**src/rtl/clksyn_status_pkg.sv**
```systemverilog
`timescale 1ns/1ps
package clksyn_status_pkg;

    typedef enum logic [2:0] {
        LK_EXT   = 3'd0,
        LK_ARMED = 3'd1,
        LK_GOOD  = 3'd2,
        LK_LOST  = 3'd3,
        LK_STOP  = 3'd4,
        LK_WAKE  = 3'd5
    } lk_state_e;

    typedef struct packed {
        logic pll_mode;
        logic normal_sel;
        logic xtal_ref;
    } strap_t;

    // bit positions inside the status byte (a reader decodes these)
    localparam int POS_MODE   = 7;
    localparam int POS_SEL    = 6;
    localparam int POS_REF    = 5;
    localparam int POS_STICKY = 4;
    localparam int POS_LIVE   = 3;

endpackage

```
**src/rtl/clksyn_strap_latch.sv**
```systemverilog
`timescale 1ns/1ps
module clksyn_strap_latch
    import clksyn_status_pkg::*;
(
    input  logic   clk,
    input  logic   rst_n,
    input  strap_t strap_i,
    output strap_t strap_q
);

    // straps follow the pins during reset and freeze once it is released
    always_ff @(posedge clk) begin
        if (!rst_n) begin
            strap_q <= strap_i;
        end
    end

endmodule

```
**src/rtl/clksyn_mult_track.sv**
```systemverilog
`timescale 1ns/1ps
module clksyn_mult_track #(
    parameter int MULT_W = 3,
    parameter logic [MULT_W-1:0] MULT_INIT = 1
) (
    input  logic              clk,
    input  logic              rst_n,
    input  logic              mult_wr,
    input  logic [MULT_W-1:0] mult_wdata,
    output logic              mult_chg
);

    logic [MULT_W-1:0] mult_q;

    // only a write that really alters the field counts as a change
    assign mult_chg = mult_wr && (mult_wdata != mult_q);

    always_ff @(posedge clk) begin
        if (!rst_n) begin
            mult_q <= MULT_INIT;
        end else if (mult_wr) begin
            mult_q <= mult_wdata;
        end
    end

endmodule

```
**src/rtl/clksyn_lock_fsm.sv**
```systemverilog
`timescale 1ns/1ps
module clksyn_lock_fsm
    import clksyn_status_pkg::*;
(
    input  logic      clk,
    input  logic      rst_n,
    input  logic      pll_mode_rst,
    input  logic      pll_mode_q,
    input  logic      lock_live,
    input  logic      mult_chg,
    input  logic      stop_mode,
    input  logic      fast_wake_en,
    output logic      lock_q,
    output logic      sticky,
    output lk_state_e state_o
);

    lk_state_e state_q, state_d;
    lk_state_e saved_q, saved_d;

    // registered live lock, forced low when no synthesizer is in use
    always_ff @(posedge clk) begin
        if (!rst_n) begin
            lock_q <= 1'b0;
        end else begin
            lock_q <= lock_live & pll_mode_q;
        end
    end

    // state register
    always_ff @(posedge clk) begin
        if (!rst_n) begin
            state_q <= pll_mode_rst ? LK_ARMED : LK_EXT;
            saved_q <= LK_ARMED;
        end else begin
            state_q <= state_d;
            saved_q <= saved_d;
        end
    end

    // next state
    always_comb begin
        state_d = state_q;
        saved_d = saved_q;
        unique case (state_q)
            LK_EXT: begin
                state_d = LK_EXT;
            end
            LK_ARMED, LK_GOOD, LK_LOST: begin
                if (stop_mode) begin
                    state_d = LK_STOP;
                    saved_d = state_q;
                end else if (mult_chg) begin
                    state_d = LK_ARMED;
                end else if (state_q == LK_ARMED && lock_q) begin
                    state_d = LK_GOOD;
                end else if (state_q == LK_GOOD && !lock_q) begin
                    state_d = LK_LOST;
                end
            end
            LK_STOP: begin
                if (!stop_mode) begin
                    state_d = fast_wake_en ? LK_WAKE : saved_q;
                end
            end
            LK_WAKE: begin
                if (stop_mode) begin
                    state_d = LK_STOP;
                end else if (lock_q) begin
                    state_d = saved_q;
                end
            end
            default: begin
                state_d = LK_EXT;
            end
        endcase
    end

    // outputs
    always_comb begin
        unique case (state_q)
            LK_GOOD: sticky = 1'b1;
            LK_STOP: sticky = (saved_q == LK_GOOD);
            default: sticky = 1'b0;
        endcase
    end

    assign state_o = state_q;

endmodule

```
**src/rtl/clksyn_stat_pack.sv**
```systemverilog
`timescale 1ns/1ps
module clksyn_stat_pack
    import clksyn_status_pkg::*;
#(
    parameter int STAT_W = 8
) (
    input  logic              clk,
    input  logic              rst_n,
    input  logic              rd_stb,
    input  strap_t            strap_q,
    input  logic              sticky,
    input  logic              lock_q,
    output logic [STAT_W-1:0] rd_data
);

    logic [STAT_W-1:0] byte_d;

    for (genvar b = 0; b < STAT_W; b++) begin : g_bit
        if (b == POS_MODE) begin : g_mode
            assign byte_d[b] = strap_q.pll_mode;
        end else if (b == POS_SEL) begin : g_sel
            assign byte_d[b] = strap_q.normal_sel;
        end else if (b == POS_REF) begin : g_ref
            assign byte_d[b] = strap_q.xtal_ref;
        end else if (b == POS_STICKY) begin : g_sticky
            assign byte_d[b] = sticky;
        end else if (b == POS_LIVE) begin : g_live
            assign byte_d[b] = lock_q;
        end else begin : g_zero
            assign byte_d[b] = 1'b0;
        end
    end

    // capture from registered state: a same-cycle loss shows next read
    always_ff @(posedge clk) begin
        if (!rst_n) begin
            rd_data <= '0;
        end else if (rd_stb) begin
            rd_data <= byte_d;
        end
    end

endmodule

```
**src/rtl/clksyn_status.sv**
```systemverilog
`timescale 1ns/1ps
module clksyn_status
    import clksyn_status_pkg::*;
#(
    parameter int MULT_W = 3,
    parameter logic [MULT_W-1:0] MULT_INIT = 1,
    parameter int STAT_W = 8
) (
    input  logic              clk,
    input  logic              rst_n,
    input  logic              strap_pll_mode,
    input  logic              strap_normal_sel,
    input  logic              strap_xtal_ref,
    input  logic              lock_live,
    input  logic              mult_wr,
    input  logic [MULT_W-1:0] mult_wdata,
    input  logic              stop_mode,
    input  logic              fast_wake_en,
    input  logic              rd_stb,
    output logic [STAT_W-1:0] rd_data
);

    strap_t    strap_w;
    strap_t    strap_q;
    logic      mult_chg;
    logic      lock_w;
    logic      sticky_w;
    lk_state_e state_w;

    assign strap_w = '{pll_mode: strap_pll_mode,
                       normal_sel: strap_normal_sel,
                       xtal_ref: strap_xtal_ref};

    clksyn_strap_latch u_straps (
        .clk     (clk),
        .rst_n   (rst_n),
        .strap_i (strap_w),
        .strap_q (strap_q)
    );

    clksyn_mult_track #(
        .MULT_W    (MULT_W),
        .MULT_INIT (MULT_INIT)
    ) u_mult (
        .clk        (clk),
        .rst_n      (rst_n),
        .mult_wr    (mult_wr),
        .mult_wdata (mult_wdata),
        .mult_chg   (mult_chg)
    );

    clksyn_lock_fsm u_fsm (
        .clk          (clk),
        .rst_n        (rst_n),
        .pll_mode_rst (strap_pll_mode),
        .pll_mode_q   (strap_q.pll_mode),
        .lock_live    (lock_live),
        .mult_chg     (mult_chg),
        .stop_mode    (stop_mode),
        .fast_wake_en (fast_wake_en),
        .lock_q       (lock_w),
        .sticky       (sticky_w),
        .state_o      (state_w)
    );

    clksyn_stat_pack #(
        .STAT_W (STAT_W)
    ) u_pack (
        .clk     (clk),
        .rst_n   (rst_n),
        .rd_stb  (rd_stb),
        .strap_q (strap_q),
        .sticky  (sticky_w),
        .lock_q  (lock_w),
        .rd_data (rd_data)
    );

endmodule


```
**config.mk**
```make
export PLATFORM = sky130hd
export DESIGN_NAME = clksyn_status
export DESIGN_NICKNAME = d
export VERILOG_FILES = /design/src/rtl/clksyn_status_pkg.sv /design/src/rtl/clksyn_strap_latch.sv /design/src/rtl/clksyn_mult_track.sv /design/src/rtl/clksyn_lock_fsm.sv /design/src/rtl/clksyn_stat_pack.sv /design/src/rtl/clksyn_status.sv
export SDC_FILE = /design/constraint.sdc
export NUM_CORES = 1
export LEC_CHECK = 0
export BUFFER_PORTS_ARGS = -buffer_cell sky130_fd_sc_hd__buf_2
export CAP_MARGIN = 20
export CORE_UTILIZATION = 50
export DETAILED_ROUTE_END_ITERATION = 6
export PLACE_DENSITY = 0.76
export SLEW_MARGIN = 5
export SYNTH_ARGS = -nofsm -noshare
export SYNTH_HDL_FRONTEND = slang
export SYNTH_SLANG_ARGS = --single-unit
```
**constraint.sdc**
```tcl
create_clock -name clk -period 4.18 [get_ports clk]
set_input_delay 0.418 -clock clk [delete_from_list [all_inputs] [get_ports clk]]
set_output_delay 0.418 -clock clk [all_outputs]
set_load 0.05 [all_outputs]
```
# Yosys cells after proc, flatten, opt, wreduce, memory -nomap -nowiden
# Index checks and enable logic that the tools add are counted.
totals:
  ff_bits: 18
  in_bits: 13
  output_inout_bits: 8
  elab_cells: 38
op_classes:
  eq_ne: 10
  n_mux: 12
  bitwise: 1
  reduce_logical: 7
op_table:
  columns: ["operator", "n"]
  rows:
  - ["$mux W3", 9]
  - ["$eq A3 B2 Y1 const B", 3]
  - ["$pmux W3 S3", 1]
  - ["$eq A3 B3 Y1 const B", 2]
  - ["$ne A6 B4 Y1 const B", 1]
  - ["$ne A4 B3 Y1 const B", 1]
  - ["$eq A3 B1 Y1 const B", 1]
  - ["$logic_and A1 B1 Y1", 3]
  - ["$ne A3 B3 Y1", 1]
  - ["$ne A3 B3 Y1 const B", 1]
  - ["$reduce_and A3 Y1", 1]
  - ["$reduce_or A3 Y1", 1]
  - ["$pmux W1 S2", 1]
  - ["$reduce_and A2 Y1", 1]
  - ["$and A1 B1 Y1", 1]
  - ["$logic_not A1 Y1", 1]
  - ["$mux W1", 1]

# Longest topological paths before layout
depth:
  ltp_word: 8
  mapped_depth: 5
  depth_no_buf: 4

# Cells and area by module
# From an unflattened synthesis, not the netlist that was laid out.
unflattened:
  hier_cells: 83
  area_unflattened_um2: 865.8
modules_own_cells:
  columns: ["module", "instances", "cells_per_inst", "area_each_um2"]
  rows:
  - ["clksyn_lock_fsm", 1, 46, 411.6]
  - ["clksyn_stat_pack", 1, 20, 219.0]
  - ["clksyn_mult_track", 1, 13, 141.4]
  - ["clksyn_strap_latch", 1, 4, 93.8]

# Worst setup path after synthesis
# No wires, ideal clock.
synth_timing:
  path_kind: "input port to flip-flop"
  start: "input port mult_wdata[0]"
  end: "register u_fsm.state_q[0], in the netlist u_fsm.state_o[0] (data pin)"
  setup_ns: 0.259
  t_arrival_ns: 1.190
  setup_slack_ns: 2.731
  stages: 4
  cell_sequence: "xor2_1 > o41ai_2 > a311oi_1 > a211o_1"
synth_via:
  elab_chain_cells: 6
synth_rtl:
  columns: ["item", "line_no", "source"]
  rows:
  - ["from (decl)", "clksyn_status.sv:16", "input logic [MULT_W-1:0] mult_wdata,"]
  - ["$ne A3 B3 Y1", "clksyn_mult_track.sv:16", "assign mult_chg = mult_wr && (mult_wdata != mult_q);"]
  - ["$logic_and A1 B1 Y1", "clksyn_mult_track.sv:16", null]
  - ["$mux W3", "clksyn_lock_fsm.sv:53", "end else if (mult_chg) begin"]
  - ["$mux W3", "clksyn_lock_fsm.sv:50", "if (stop_mode) begin"]
  - ["$pmux W3 S3", "clksyn_lock_fsm.sv:45", "unique case (state_q)"]
  - ["$mux W3", "clksyn_lock_fsm.sv:32", "if (!rst_n) begin"]
  - ["to (signal assigned)", "clksyn_lock_fsm.sv:33", "state_q <= pll_mode_rst ? LK_ARMED : LK_EXT;"]
  - ["to (signal assigned)", "clksyn_lock_fsm.sv:36", "state_q <= state_d;"]
  - ["to (decl)", "clksyn_lock_fsm.sv:18", "lk_state_e state_q, state_d;"]
# No other way between the ends.
# A chain may end at the register's enable or synchronous reset.

# Worst setup path in the final report
layout_timing:
  start: "register u_fsm.state_q[0], in the netlist u_fsm.state_o[0]"
  end: "register u_fsm.state_q[0], in the netlist u_fsm.state_o[0] (data pin)"
layout_via:
  elab_chain_cells: 7
  elab_cells_between_ends: 12
layout_rtl:
  columns: ["item", "line_no", "source"]
  rows:
  - ["$eq A3 B1 Y1", "clksyn_lock_fsm.sv:45, clksyn_lock_fsm.sv:55", null]
  - ["$logic_and A1 B1 Y1", "clksyn_lock_fsm.sv:55", "end else if (state_q == LK_ARMED && lock_q) begin"]
  - ["$mux W3", "clksyn_lock_fsm.sv:55", null]
  - ["$mux W3", "clksyn_lock_fsm.sv:53", null]
  - ["$mux W3", "clksyn_lock_fsm.sv:50", null]
  - ["$pmux W3 S3 (*)", "clksyn_lock_fsm.sv:45", null]
  - ["$mux W3 (*)", "clksyn_lock_fsm.sv:32", null]
# Mark *: on every way between the ends. The rest lies on a longest branch, timed or not.

==> results.md <==
- Static power due to leakage: 0.4559 nW
- First-pass GRT wire length: ~2.4 mm
- Element type at the critical path start: flop
- Critical Path RT: 4.22 ns
- # setup viols final: 0
- Vias: 627
- Hold-fix buffers, CTS: 0
- Int Pwr: 0.0002935 W
- RSZ-0062 raised after global routing: no
- Synth Register Bits: 18
- Routed wire length: 1.385 mm
- Power density cells: between 400 and 500 nW/um^2
- GP Congestion: 0.7218
- Initial Util: 0.5536
- Setup repair bufs after CTS: 0
- Drt via density: 5.225
- DRC Markers: 0
- Worst R2R Setup Slack: 2.68 ns
- Peak VDD IR: 0.2594 mV
- Sequential fraction of the synthesis area: 0.4927
- Final hold violations: 0
- ANT cells: 0
- Iter 0 DRT Violations: 7
- Post-DRT Antenna Nets: 0
- Worst Setup EP: u_fsm.state_o[0]$_DFFE_PP_
- Sw frac: 0.3088
- Largest net degree at the start of global routing: 14
- Synthesized area: 853.3 sq um
- Nets: about 120
- Number of global-route vias before repair: 571
- Most frequent cells in the layout: buf_2, dfxtp_1, nor2_1, nand2_1, mux2i_1
- CTS Sinks: 18
- Hold Crit Class: in -> reg
- Main synth FF type: dfxtp_1
- Area Growth Syn to Fin: 12.02%
- Pre-antenna DRT Iters: 4
- Final min period: 1.496 ns
- CP Data Arrival Time: 1.54 ns
- Clk slew on worst S/H paths: around 0.1 ns
- CTS tree: built
- Worst R2R Start: u_fsm.state_o[0]$_DFFE_PP_
- Post-Synth XOR/XNOR Area: 0.03079
- R2R cell count: 4
- Most common cell after layout, fill and taps aside: buf_2
- Reg2Reg Capture Point: u_fsm.state_o[0]$_DFFE_PP_
- Fin Clk Skew: 0.001567 ns
- Share of cells above drive strength 1: 0.2212
- Clock Latency Late Sink: 0.28 ns
- Share of power burned in registers: 0.525
- Period utilisation layout: 0.3578
- Crit. End Element: flop
- Clk buf depth: 2
- Initial antenna violation count: 0
- Core ar.: 1541 sq um
- Post-synth EDFFs: 6
- Max-cap violations: 0
- Max Clk Rate: 0.6687 GHz
- Synth Area in Adders: 0
- Synth Warn #: 0
- H-tree depth: 1
- PostCTS Resize Cnt: 0
- Port-buffer cells: 17
- CTS Buf Count: 3
- Largest family of logic cells by synthesized area: simple AND/OR/NAND/NOR gates
- Total power: 0.0004246 W
- Status: complete, no violations
- Clk pwr share: 0.242
- Grt total ovfl: 0
- Type of the worst setup path: reg -> reg
- Switch Pwr: 0.0001311 W
- Die area: 1876 sq um
- Rows: 14
- Root Buffer: clkbuf_4
- GRT Util Overall: 0.1714
- Pins Over Slew Limit: 0
- Critical path startpoint: u_fsm.state_o[0]$_DFFE_PP_
- CP Max Fanout: 9
- Async SR Flop Fraction: 0
- Multiplexer share of the synthesized area: 0.09384
- Height of the die: 43.31 um
- Part of the power in combinational logic: 0.232
- Drt wl/cell: 11.54 um
- Total negative slack: 0 ns
- Synth Area in Simple Gates: 0.1730
- Synth Area in Compound Gates: 0.1378
- Cells after Synth: 89
- Syn avg cell area: 9.588 sq um
- Yosys cell types: 29
- Die Wd: 43.31 um
- Final HPWL DP: 1.073 mm
- Top-Level Pins: 21
state kept, by name (all words and copies together), names as in the netlist:
name,flops
u_pack.rd_data,5
u_fsm.saved_q,3
u_fsm.state_o,3
u_mult.mult_q,3
u_straps.strap_q,3
u_fsm.lock_q,1
worst max-delay path: stages, from the launching register on:
cell and delay (ns):
edfxtp_1 0.52, inv_2 0.06, o41ai_2 0.33, a311oi_1 0.13
a211o_1 0.23
cell type report:
cell class	count	area (sq um)
Tap cell	16	20.02
Sequential cell	18	420.4
Clock buffer	4	36.28
Inverter	3	11.26
Fill cell	134	585.6
Multi-Input combinational cell	62	382.9
Timing Repair Buffer	17	85.08
Yosys cell counts, types with 2 or more instances:
cell      count  area share
inv_1         2      0.0088
nor2b_1       4       0.029
xor2_1        3       0.031
and3_1        2       0.015
nand3_1       2       0.012
mux2i_1       8       0.094
dfxtp_1      12        0.28
a21oi_1       3       0.018
nor2_1       11       0.048
edfxtp_1      6        0.21
nand2_1      10       0.044
buf_4         4       0.035
clkbuf_1      3       0.013
o21ai_0       4       0.023
cells by family after synthesis:
family / count (synthesis)
XOR/XNOR: 3
multiplexers: 8
AO/OA/AOI/OAI: 16
flip-flops: 18
buffers and inverters: 11
other: 1
AND/OR/NAND/NOR: 32
how the worst min path moves through the flow:
stage	from	end	slack, ns	cells after the start
after CTS	strap_xtal_ref	u_straps.strap_q[0]$_DFFE_PN_	0.30	1
after floorplan	u_fsm.saved_q[1]$_SDFFE_PN0P_	u_fsm.saved_q[1]$_SDFFE_PN0P_	0.44	2
after global placement	u_pack.rd_data[4]$_SDFFE_PN0P_	u_pack.rd_data[4]$_SDFFE_PN0P_	0.46	1
after detailed placement	u_fsm.saved_q[1]$_SDFFE_PN0P_	u_fsm.saved_q[1]$_SDFFE_PN0P_	0.47	2
final	strap_xtal_ref	u_straps.strap_q[0]$_DFFE_PN_	0.30	1
after global routing	strap_normal_sel	u_straps.strap_q[1]$_DFFE_PN_	0.29	1
layer usage:
metal / vias to the layer above / wire length (um) / track usage
met5: - / 0 / 0
met4: 0 / 0 / 0.05455
li1: 333 / - / -
met1: 281 / 697 / 0.2418
met3: 0 / 44 / 0.03830
met2: 13 / 643 / 0.2627
power by group through the flow:
| stage | registers [W] | clock network (W) | logic [W] |
|---|---|---|---|
| CTS | 0.000223 | 0.000105 | 0.0000995 |
| floorplan | 0.000226 | 0 | 0.0000824 |
| detailed placement | 0.000227 | 0 | 0.0000991 |
| global placement | 0.000227 | 0 | 0.0000985 |
| global route | 0.000227 | 0.000112 | 0.000111 |
| finish | 0.000223 | 0.000103 | 0.0000987 |
through the flow:
stage	cell area, sq um	worst slack [ns]	std cells	util	hold WS, ns
floorplan	860.8	2.731	91	-	0.4449
global placement	919.6	2.593	116	0.5966	0.4577
detailed placement	919.6	2.564	116	0.5966	0.4677
CTS	955.9	2.674	120	0.6201	0.2964
global route	955.9	2.608	120	0.6201	0.2916
finish	955.9	2.684	120	0.6201	0.3034
Power figures use the tool's default switching activity.
